## config.mk

```make
export PLATFORM = sky130hd
export DESIGN_NAME = updown_wiper
export DESIGN_NICKNAME = d
export VERILOG_FILES = /design/src/rtl/wpot_pkg.sv /design/src/rtl/wpot_sync.sv /design/src/rtl/wpot_ctrl.sv /design/src/rtl/wpot_datapath.sv /design/src/rtl/updown_wiper.sv
export SDC_FILE = /design/constraint.sdc
export NUM_CORES = 1
export LEC_CHECK = 0
export BUFFER_PORTS_ARGS = -buffer_cell sky130_fd_sc_hd__clkbuf_2
export CAP_MARGIN = 20
export CORE_MARGIN = 4
export CORE_UTILIZATION = 47
export CTS_CLUSTER_SIZE = 14
export DETAILED_ROUTE_END_ITERATION = 16
export MAX_ROUTING_LAYER = met4
export PLACE_DENSITY = 0.85
export SLEW_MARGIN = 40
export SYNTH_ARGS = -nofsm -noshare
export SYNTH_HDL_FRONTEND = slang
export SYNTH_HIERARCHICAL = 1
export SYNTH_SLANG_ARGS = --single-unit
```

## constraint.sdc

```tcl
create_clock -name clk -period 2.9 [get_ports clk]
set_input_delay 0.29 -clock clk [delete_from_list [all_inputs] [get_ports clk]]
set_output_delay 0.29 -clock clk [all_outputs]
set_load 0.01 [all_outputs]
```

## src/rtl/wpot_pkg.sv

```systemverilog
package wpot_pkg;

  // Strobes handed from the control FSM to the wiper datapath.
  typedef struct packed {
    logic stepUp;
    logic stepDown;
    logic commit;
  } wiperCmd_t;

  typedef enum logic [1:0] {
    ST_IDLE   = 2'd0,
    ST_ACTIVE = 2'd1,
    ST_STORE  = 2'd2
  } ctrlState_t;

endpackage

```

## src/rtl/wpot_sync.sv

```systemverilog
module wpot_sync #(
  parameter int STAGES  = 2,
  parameter bit RST_VAL = 1'b1
) (
  input  logic clk,
  input  logic rst_n,
  input  logic d,
  output logic q
);

  logic [STAGES-1:0] chain;

  always_ff @(posedge clk) begin
    if (!rst_n) chain <= {STAGES{RST_VAL}};
    else        chain <= {chain[STAGES-2:0], d};
  end

  assign q = chain[STAGES-1];

endmodule

```

## src/rtl/wpot_ctrl.sv

```systemverilog
module wpot_ctrl
  import wpot_pkg::*;
#(
  parameter int STORE_CYCLES = 5_000_000,
  parameter int SYNC_STAGES  = 2
) (
  input  logic      clk,
  input  logic      rst_n,
  input  logic      csN,
  input  logic      incN,
  input  logic      upDn,
  output wiperCmd_t cmd,
  output logic      storeBusy,
  output logic      standby
);

  localparam int CNT_W = $clog2(STORE_CYCLES) + 1;

  logic csS, incS, upS;
  logic incPrev;
  logic incFall;
  ctrlState_t state;
  logic [CNT_W-1:0] holdCnt;

  // Each asynchronous input gets its own synchronizer chain.
  wpot_sync #(.STAGES(SYNC_STAGES), .RST_VAL(1'b1)) u_csSync  (.clk(clk), .rst_n(rst_n), .d(csN),  .q(csS));
  wpot_sync #(.STAGES(SYNC_STAGES), .RST_VAL(1'b1)) u_incSync (.clk(clk), .rst_n(rst_n), .d(incN), .q(incS));
  wpot_sync #(.STAGES(SYNC_STAGES), .RST_VAL(1'b0)) u_upSync  (.clk(clk), .rst_n(rst_n), .d(upDn), .q(upS));

  assign incFall = incPrev & ~incS;

  always_comb begin
    cmd          = '0;
    cmd.stepUp   = (state == ST_ACTIVE) & ~csS & incFall &  upS;
    cmd.stepDown = (state == ST_ACTIVE) & ~csS & incFall & ~upS;
    cmd.commit   = (state == ST_ACTIVE) &  csS & incS;
  end

  always_ff @(posedge clk) begin
    if (!rst_n) begin
      state   <= ST_IDLE;
      incPrev <= 1'b1;
      holdCnt <= '0;
    end else begin
      incPrev <= incS;
      case (state)
        ST_IDLE: begin
          if (!csS) state <= ST_ACTIVE;
        end
        ST_ACTIVE: begin
          // Deselect: strobe level picks store or plain return to standby.
          if (csS) begin
            if (incS) begin
              state   <= ST_STORE;
              holdCnt <= CNT_W'(STORE_CYCLES - 1);
            end else begin
              state <= ST_IDLE;
            end
          end
        end
        ST_STORE: begin
          // Self-timed interval: host lines are not looked at.
          if (holdCnt == '0) state <= ST_IDLE;
          else               holdCnt <= holdCnt - 1'b1;
        end
        default: state <= ST_IDLE;
      endcase
    end
  end

  assign storeBusy = (state == ST_STORE);
  assign standby   = (state == ST_IDLE);

  // a commit strobe is followed by the busy interval.
  a_r5_busy_after_commit: assert property (@(posedge clk) disable iff (!rst_n)
    cmd.commit |=> storeBusy);

  // the busy interval ends in standby.
  a_r5_end_in_standby: assert property (@(posedge clk) disable iff (!rst_n)
    $fell(storeBusy) |-> standby);

  // no step strobe while the sampled select is inactive.
  a_r2_no_step_deselected: assert property (@(posedge clk) disable iff (!rst_n)
    standby |-> !(cmd.stepUp || cmd.stepDown));

  // standby is left only towards the selected state.
  a_r10_leave_standby: assert property (@(posedge clk) disable iff (!rst_n)
    $fell(standby) |-> !storeBusy);

endmodule

```

## src/rtl/wpot_datapath.sv

```systemverilog
module wpot_datapath
  import wpot_pkg::*;
#(
  parameter int CODE_W  = 7,
  parameter int NV_INIT = 64,
  localparam int TAPS   = 1 << CODE_W
) (
  input  logic              clk,
  input  logic              rst_n,
  input  wiperCmd_t         cmd,
  input  logic              storeBusy,
  output logic [CODE_W-1:0] wiperCode,
  output logic [TAPS-1:0]   tapSel
);

  localparam logic [CODE_W-1:0] MAX_CODE = CODE_W'(TAPS - 1);

  // Non-volatile register model: keeps its content across rst_n.
  logic [CODE_W-1:0] nvCode = CODE_W'(NV_INIT);

  always_ff @(posedge clk) begin
    if (cmd.commit) nvCode <= wiperCode;
  end

  // Wiper counter, recalled from the NV model at power-up reset.
  always_ff @(posedge clk) begin
    if (!rst_n)
      wiperCode <= nvCode;
    else if (cmd.stepUp && (wiperCode != MAX_CODE))
      wiperCode <= wiperCode + 1'b1;
    else if (cmd.stepDown && (wiperCode != '0))
      wiperCode <= wiperCode - 1'b1;
  end

  for (genvar g = 0; g < TAPS; g++) begin : g_tap
    assign tapSel[g] = (wiperCode == CODE_W'(g));
  end

  // an up step below the top raises the code by one.
  a_r3_step_up: assert property (@(posedge clk) disable iff (!rst_n)
    (cmd.stepUp && wiperCode != MAX_CODE) |=> wiperCode == CODE_W'($past(wiperCode) + 1'b1));

  // a down step above zero lowers the code by one.
  a_r3_step_down: assert property (@(posedge clk) disable iff (!rst_n)
    (cmd.stepDown && wiperCode != '0) |=> wiperCode == CODE_W'($past(wiperCode) - 1'b1));

  // saturation at both ends.
  a_r4_no_wrap_top: assert property (@(posedge clk) disable iff (!rst_n)
    (cmd.stepUp && wiperCode == MAX_CODE) |=> wiperCode == MAX_CODE);
  a_r4_no_wrap_bottom: assert property (@(posedge clk) disable iff (!rst_n)
    (cmd.stepDown && wiperCode == '0) |=> wiperCode == '0);

  // the NV model holds the code present at the commit.
  a_r5_commit_value: assert property (@(posedge clk) disable iff (!rst_n)
    cmd.commit |=> nvCode == $past(wiperCode));

  // code and NV content frozen inside the store interval.
  a_r7_frozen_in_store: assert property (@(posedge clk) disable iff (!rst_n)
    (storeBusy && $past(storeBusy)) |-> ($stable(wiperCode) && $stable(nvCode)));

  // exactly one tap selected.
  a_r8_onehot: assert property (@(posedge clk) disable iff (!rst_n)
    $countones(tapSel) == 1);

endmodule

```

## src/rtl/updown_wiper.sv

```systemverilog
module updown_wiper
  import wpot_pkg::*;
#(
  parameter int CODE_W       = 7,
  parameter int STORE_CYCLES = 5_000_000,
  parameter int SYNC_STAGES  = 2,
  parameter int NV_INIT      = 64,
  localparam int TAPS        = 1 << CODE_W
) (
  input  logic              clk,
  input  logic              rst_n,
  input  logic              csN,
  input  logic              incN,
  input  logic              upDn,
  output logic [TAPS-1:0]   tapSel,
  output logic [CODE_W-1:0] wiperCode,
  output logic              storeBusy,
  output logic              standby
);

  wiperCmd_t cmd;

  wpot_ctrl #(
    .STORE_CYCLES(STORE_CYCLES),
    .SYNC_STAGES (SYNC_STAGES)
  ) u_ctrl (
    .clk      (clk),
    .rst_n    (rst_n),
    .csN      (csN),
    .incN     (incN),
    .upDn     (upDn),
    .cmd      (cmd),
    .storeBusy(storeBusy),
    .standby  (standby)
  );

  wpot_datapath #(
    .CODE_W (CODE_W),
    .NV_INIT(NV_INIT)
  ) u_dp (
    .clk      (clk),
    .rst_n    (rst_n),
    .cmd      (cmd),
    .storeBusy(storeBusy),
    .wiperCode(wiperCode),
    .tapSel   (tapSel)
  );

endmodule

```

==> flow_summary_export.csv, run 1 <==
group,metric,value,unit
outcome,outcome,"finished clean",
critical_path,cp_max_fo,16,
floorplanning,start_util,48.1,%
critical_path,slowest_delay,0.81,ns
clock_network,cts_tree,"yes",
cells_and_area,drive_gt1_share,31.1,%
placement,dpl.hpwl,7.25,mm
flow_run,drv_cap,0,
floorplanning,die_x,88.3,um
cells_and_area,fin_nets,552,
sta,setup_slack,0.304,ns
cells_and_area,fillerInstances,563,
clock_network,clock-sinks,47,
global_routing,grt_max_degree,19,
synth,synthTopCellsByCount,"154 x nor2_1, 33 x dfxtp_1, 23 x clkbuf_1",
hold_path,hp-class,"input port to register",
sta,max_freq,0.385,GHz
clock_network,cts-root-buf,"clkbuf_8",
cells_and_area,syn_to_final_growth,27.6,%
critical_path,cp-start-kind,"register",
synth,synth_nets,424,
global_routing,track_usage,23.1,%
placement,gp_congestion,0.901,
placement,dp_cells,610,
floorplanning,pin_count,142,
clock_network,worstSkewPairLatency,0.30,ns
floorplanning,core-area,0.00631,mm2
clock_network,clockBufferDepth,2,
synth,synth_edf_count,14,
cells_and_area,register_area,0.00108,mm2
synth,synth-main-ff-cell,"dfxtp_1",
routing,first_iter_violations,343,
clock_network,cts_hold_buf,0,
global_routing,gr-total-overflow,0,
synth,post_synth_num_cell_types,57,
global_routing,grt_pass1_vias,2816,
global_routing,antenna_found_initial,0,
synth,yosysMostFrequentCell,"nor2_1",
sta,max_slew_margin,54.4,%
sta,rsz0062_at_grt,"false",
clock_network,post_cts_resized,0,
placement,portBuffers,141,
synth,syn_area_per_cell,7.36,um2
pwr,power.density,382,mW/mm2
clock_network,cts_inserted_buffers,5,
synth,ys_async_sr_fraction,0,%
synth,synth_top_area_cell,"dfxtp_1",
critical_path,worstReg2RegEnd,"u_ctrl/holdCnt[4]",
sta,period_needed,2.60,ns
hold_path,min_to,"u_ctrl/u_csSync/chain[0]",
critical_path,critPathCaptureType,"register",
placement,dp_slack,0.335,ns
hold_path,min_from,"csN",
critical_path,ff2ff_setup_slack,0.30,ns
routing,firstDrtPassIters,5,
global_routing,grt_pass1_wl,14.0,mm
clock_network,h-tree-depth,2,
sta,slew_viol_final,0,
sta,finalHoldViolCount,0,
synth,ys_warn_count,6,
critical_path,crit_arrival,2.76,ns
clock_network,clk_pin_slew,0.08,ns
pwr,vdd_drop_max,0.487,mV
cells_and_area,multi_input_area,0.00179,mm2
floorplanning,die_area,0.00780,mm2
critical_path,path_cells,"or4_4, or4_1, o21ai_0, xor2_1, a21oi_1",
floorplanning,dieHeight,88.3,um
routing,ant_nets,0,
routing,via_per_inst,5.64,
synth,syn_area,0.00303,mm2
floorplanning,floorplan.rows,29,
routing,wl_per_cell,15.5,um
clock_network,post_cts_buffers,0,
sta,fin_crit_sh,89.5,%
synth,ys_ff_latch,47,
synth,synth_cells,412,
routing,wirelength,9.59,mm
critical_path,path_buf_inv,0,
critical_path,required,3.06,ns
routing,vias,3483,
sta,fin_skew,0.00651,ns
routing,drc,0,
pwr,p_leak,1.75,nW
cells_and_area,fin_cells,618,
critical_path,critPathKind,"register to register",
sta,setup_viol,0,
hold_path,holdPathStages,2,
synth,ys_seq_area_share,35.6,%
critical_path,crit_slowest_cell,"or4_1",
critical_path,r2r_cells,5,
synth,synth_top_area_share,21.8,%
sta,tightest_slew,0.682,ns
cells_and_area,antennaDiodeCount,0,
critical_path,r2r_start,"u_ctrl/holdCnt[14]",
synth,netlist_top_cells_area,"dfxtp_1 22%, nor2_1 19%, edfxtp_1 14%",
sta,fin_tns_setup,0,ns
critical_path,critPathTopFamily,"simple AND/OR/NAND/NOR gates",
-- flip-flops by register name (all words and copies together) (netlist names) --
signal,count
u_ctrl/u_incSync/chain,2
u_ctrl/incPrev,1
u_dp/wiperCode,7
u_ctrl/state,2
u_ctrl/u_upSync/chain,2
u_ctrl/holdCnt,24
u_ctrl/u_csSync/chain,2
u_dp/nvCode,7
-- through the flow --
step	utilization (%)	instance area [um2]	hold WS, ns	total power, W
finish	61.3	3870	0.173	0.00148
floorplan	-	3030	0.363	0.000980
CTS	61.3	3870	0.162	0.00149
global route	61.3	3870	0.169	0.00155
global placement	59.7	3770	0.389	0.00104
detailed placement	59.7	3770	0.392	0.00105
-- routing by layer --
layer	global-route usage (%)	wire [um]	vias up
met5	-	0	-
met4	5.22	72	0
met3	4.66	915	13
met2	35.0	4570	176
met1	31.8	4030	1636
li1	-	-	1658
-- power breakdown --
part	internal (W)	switching [W]	leakage (nW)	total [W]
logic	0.0000988	0.000212	1.30	0.000311
clock network	0.000223	0.000210	0.0506	0.000433
registers	0.000705	0.0000290	0.400	0.000734
total	0.00103	0.000451	1.75	0.00148
-- cell type report --
cell class / instances / area share, %
inverters: 13 / 1.26
well taps: 77 / 2.49
repair buffers: 148 / 19.6
flip-flops and latches: 47 / 27.9
multi-input cells: 325 / 46.1
clock buffers: 8 / 2.62
-- worst max-delay path by stage --
stage / from / end / slack, ns / depth (start not counted)
after floorplan: u_ctrl/holdCnt[14] / u_ctrl/holdCnt[5] / 0.64 / 7
after global placement: u_ctrl/holdCnt[14] / u_ctrl/holdCnt[4] / 0.43 / 5
after detailed placement: u_ctrl/holdCnt[14] / u_ctrl/holdCnt[4] / 0.33 / 5
after CTS: u_ctrl/holdCnt[14] / u_ctrl/holdCnt[4] / 0.32 / 5
after global routing: u_ctrl/holdCnt[14] / u_ctrl/holdCnt[4] / 0.21 / 5
final: u_ctrl/holdCnt[14] / u_ctrl/holdCnt[4] / 0.30 / 5
-- layout by cell type (no fill, tap or decap), types with 6 or more instances in the layout --
cell / netlist / final
ha_1: 7 / 7
nor3_1: 7 / 7
dfxtp_1: 33 / 33
nand2b_1: 7 / 7
inv_1: 11 / 11
xor2_1: 14 / 14
edfxtp_1: 14 / 14
nand4_1: 6 / 6
or4_1: 8 / 8
nand2_1: 21 / 21
buf_4: 0 / 7
clkbuf_2: 0 / 141
or3_1: 6 / 6
a21oi_1: 12 / 12
nor2_1: 154 / 154
o21ai_0: 10 / 10
-- kinds of logic (layout without fill, tap and decap cells) --
logic type	after synthesis	after routing	synth area share, %
fa+ha+maj	7	7	2.89
compound gates	54	54	12.6
buf+inv	40	169	5.53
flops	47	47	35.6
xor+xnor	16	16	4.62
mux	2	2	0.742
simple gates	246	246	38.0
Power figures use the tool's default switching activity.
==> run 2: changes to the inputs <==
ABC_CLOCK_PERIOD_IN_PS = 2900   (was not set)
PLACE_DENSITY = not set   (was 0.85)
PLACE_DENSITY_LB_ADDON = 0.25   (was not set)
==> run 2 against run 1 <==
  * Setup slack improved by 0.0029 ns
  * Register-to-register slack hardly changed
  * Worst hold slack lost 0.0095 ns
  * Sequential power is 1% higher
  * Total power up 3.2%
  * Largest power group unchanged
  * Clock power rose by 12%
  * Non-clock buffer count decreased by 2
==> flow_summary_export.csv, run 2 (synthesized netlist as in run 1, its figures left out) <==
group,metric,value,unit
pwr,p_int,0.00106,W
sta,max_freq,0.386,GHz
hold_path,min_from,"incN",
critical_path,worstReg2RegEnd,"u_ctrl/holdCnt[4]",
placement,portBuffers,141,
critical_path,cp-start-kind,"register",
clock_network,cts_inserted_buffers,5,
cells_and_area,final_cell_mix,"154 x nor2_1, 141 x clkbuf_2, 33 x dfxtp_1, 21 x nand2_1",
placement,gp_congestion,0.865,
cells_and_area,top_register,"u_ctrl/holdCnt",
routing,wl_met2,4.70,mm
floorplanning,die_area,0.00780,mm2
outcome,outcome,"finished clean",
routing,via_per_inst,5.52,
critical_path,ff2ff_setup_slack,0.31,ns
clock_network,clock-sinks,47,
sta,period_needed,2.59,ns
sta,max_slew_margin,53.5,%
critical_path,critPathKind,"register to register",
floorplanning,die_x,88.3,um
routing,highest_layer,"met4",
cells_and_area,fin_nets,550,
pwr,power.density,394,mW/mm2
sta,fin_skew,0.00307,ns
pwr,swShare,30.5,%
placement,dp_cells,608,
critical_path,slowest_delay,0.81,ns
clock_network,cts_tree,"yes",
flow_run,drv_cap,0,
critical_path,required,3.06,ns
critical_path,path_cells,"or4_4, or4_1, o21ai_0, xor2_1, a21oi_1",
critical_path,r2r_start,"u_ctrl/holdCnt[14]",
critical_path,cp_max_fo,16,
placement,dp_slack,0.365,ns
pwr,combPwrFrac,19.5,%
cells_and_area,fin_util,61.2,%
global_routing,grt_pass1_vias,2881,
global_routing,track_usage,24.0,%
clock_network,clk_pin_slew,0.09,ns
floorplanning,start_util,48.1,%
pwr,p_clk_share,31.8,%
clock_network,worstSkewPairLatency,0.30,ns
clock_network,cts_hold_buf,0,
clock_network,clockBufferDepth,2,
cells_and_area,top_regs,"u_ctrl/holdCnt (24), u_dp/nvCode (7), u_dp/wiperCode (7)",
placement,dpl.hpwl,7.24,mm
routing,routed-wl-met3,742,um
routing,wl_per_cell,15.5,um
sta,rsz0062_at_grt,"false",
sta,setup_viol,0,
routing,first_iter_violations,340,
routing,wl_met1,4.02,mm
routing,vias,3398,
critical_path,crit_slowest_cell,"or4_1",
routing,drc,0,
global_routing,grt_pass1_wl,14.5,mm
sta,slew_viol_final,0,
routing,ant_nets,0,
routing,firstDrtPassIters,5,
sta,finalHoldViolCount,0,
floorplanning,core-area,0.00631,mm2
clock_network,post_cts_resized,0,
clock_network,post_cts_buffers,0,
floorplanning,dieHeight,88.3,um
clock_network,cts-root-buf,"clkbuf_8",
floorplanning,pin_count,142,
clock_network,h-tree-depth,2,
pwr,vdd_drop_max,0.265,mV
pwr,switching_power,0.000466,W
hold_path,min_to,"u_ctrl/u_incSync/chain[0]",
sta,tightest_slew,0.695,ns
pwr,p_leak,1.75,nW
sta,setup_slack,0.307,ns
sta,fin_crit_sh,89.4,%
global_routing,antenna_found_initial,0,
cells_and_area,antennaDiodeCount,0,
hold_path,hp-class,"input port to register",
pwr,power_frac_seq,48.6,%
cells_and_area,drive_gt1_share,31.0,%
sta,whs,0.164,ns
hold_path,holdPathStages,2,
routing,wirelength,9.55,mm
cells_and_area,syn_to_final_growth,27.4,%
critical_path,r2r_cells,5,
global_routing,gr-total-overflow,0,
cells_and_area,fin_cells,616,
cells_and_area,layout_commonest_cell,"nor2_1",
floorplanning,floorplan.rows,29,
critical_path,crit_arrival,2.76,ns
cells_and_area,largest_reg_flops,24,
critical_path,critPathCaptureType,"register",
sta,fin_tns_setup,0,ns
global_routing,grt_max_degree,19,
## run 2: changes by cell type in the layout (fill, tap and decap cells not counted), sizes merged
cell | before | now
inv | 11 | 12
bufinv | 0 | 1
buf | 7 | 5
clkinv | 2 | 3
clkbuf | 149 | 146
## run 2: cell type report
class,count,area (um2)
fill,596,2450
multi-input combinational,325,1790
sequential,47,1080
timing repair buffer,146,743
tap,77,96.3
clock buffer,5,68.8
inverter,13,48.8
clock inverter,3,42.5
## run 2: per-layer routing
metal	vias up	GRT usage, %
met3	10	3.45
met1	1599	31.8
met4	0	5.49
li1	1647	-
met2	142	38.8
met5	-	-
## run 2: critical path, delay by kind of cell, from the launching register on
kind / cells / cell delay [ns]
compound gates: 2 / 0.54
xor+xnor: 1 / 0.18
flops: 1 / 0.36
simple gates: 2 / 1.37
## run 2: worst max-delay path by stage
stage	end	start	slack (ns)
2_1_floorplan	u_ctrl/holdCnt[5]	u_ctrl/holdCnt[14]	0.64
4_1_cts	u_ctrl/holdCnt[4]	u_ctrl/holdCnt[14]	0.35
5_1_grt	u_ctrl/holdCnt[4]	u_ctrl/holdCnt[14]	0.22
3_5_place_dp	u_ctrl/holdCnt[4]	u_ctrl/holdCnt[14]	0.37
6_report	u_ctrl/holdCnt[4]	u_ctrl/holdCnt[14]	0.31
3_3_place_gp	u_ctrl/holdCnt[4]	u_ctrl/holdCnt[14]	0.44
## run 2: per-stage QoR
step | area [um2] | total power [W]
2_1_floorplan | 3030 | 0.000980
3_3_place_gp | 3750 | 0.00104
3_5_place_dp | 3750 | 0.00105
4_1_cts | 3870 | 0.00153
5_1_grt | 3870 | 0.00160
6_report | 3870 | 0.00152
## run 2: power by group through the flow
| stage | sequential [W] | clock [W] | combinational, W |
|---|---|---|---|
| after floorplan | 0.000743 | 0 | 0.000237 |
| after CTS | 0.000741 | 0.000499 | 0.000294 |
| after global routing | 0.000747 | 0.000528 | 0.000325 |
| final | 0.000742 | 0.000485 | 0.000298 |
| after detailed placement | 0.000756 | 0 | 0.000293 |
| after global placement | 0.000755 | 0 | 0.000286 |
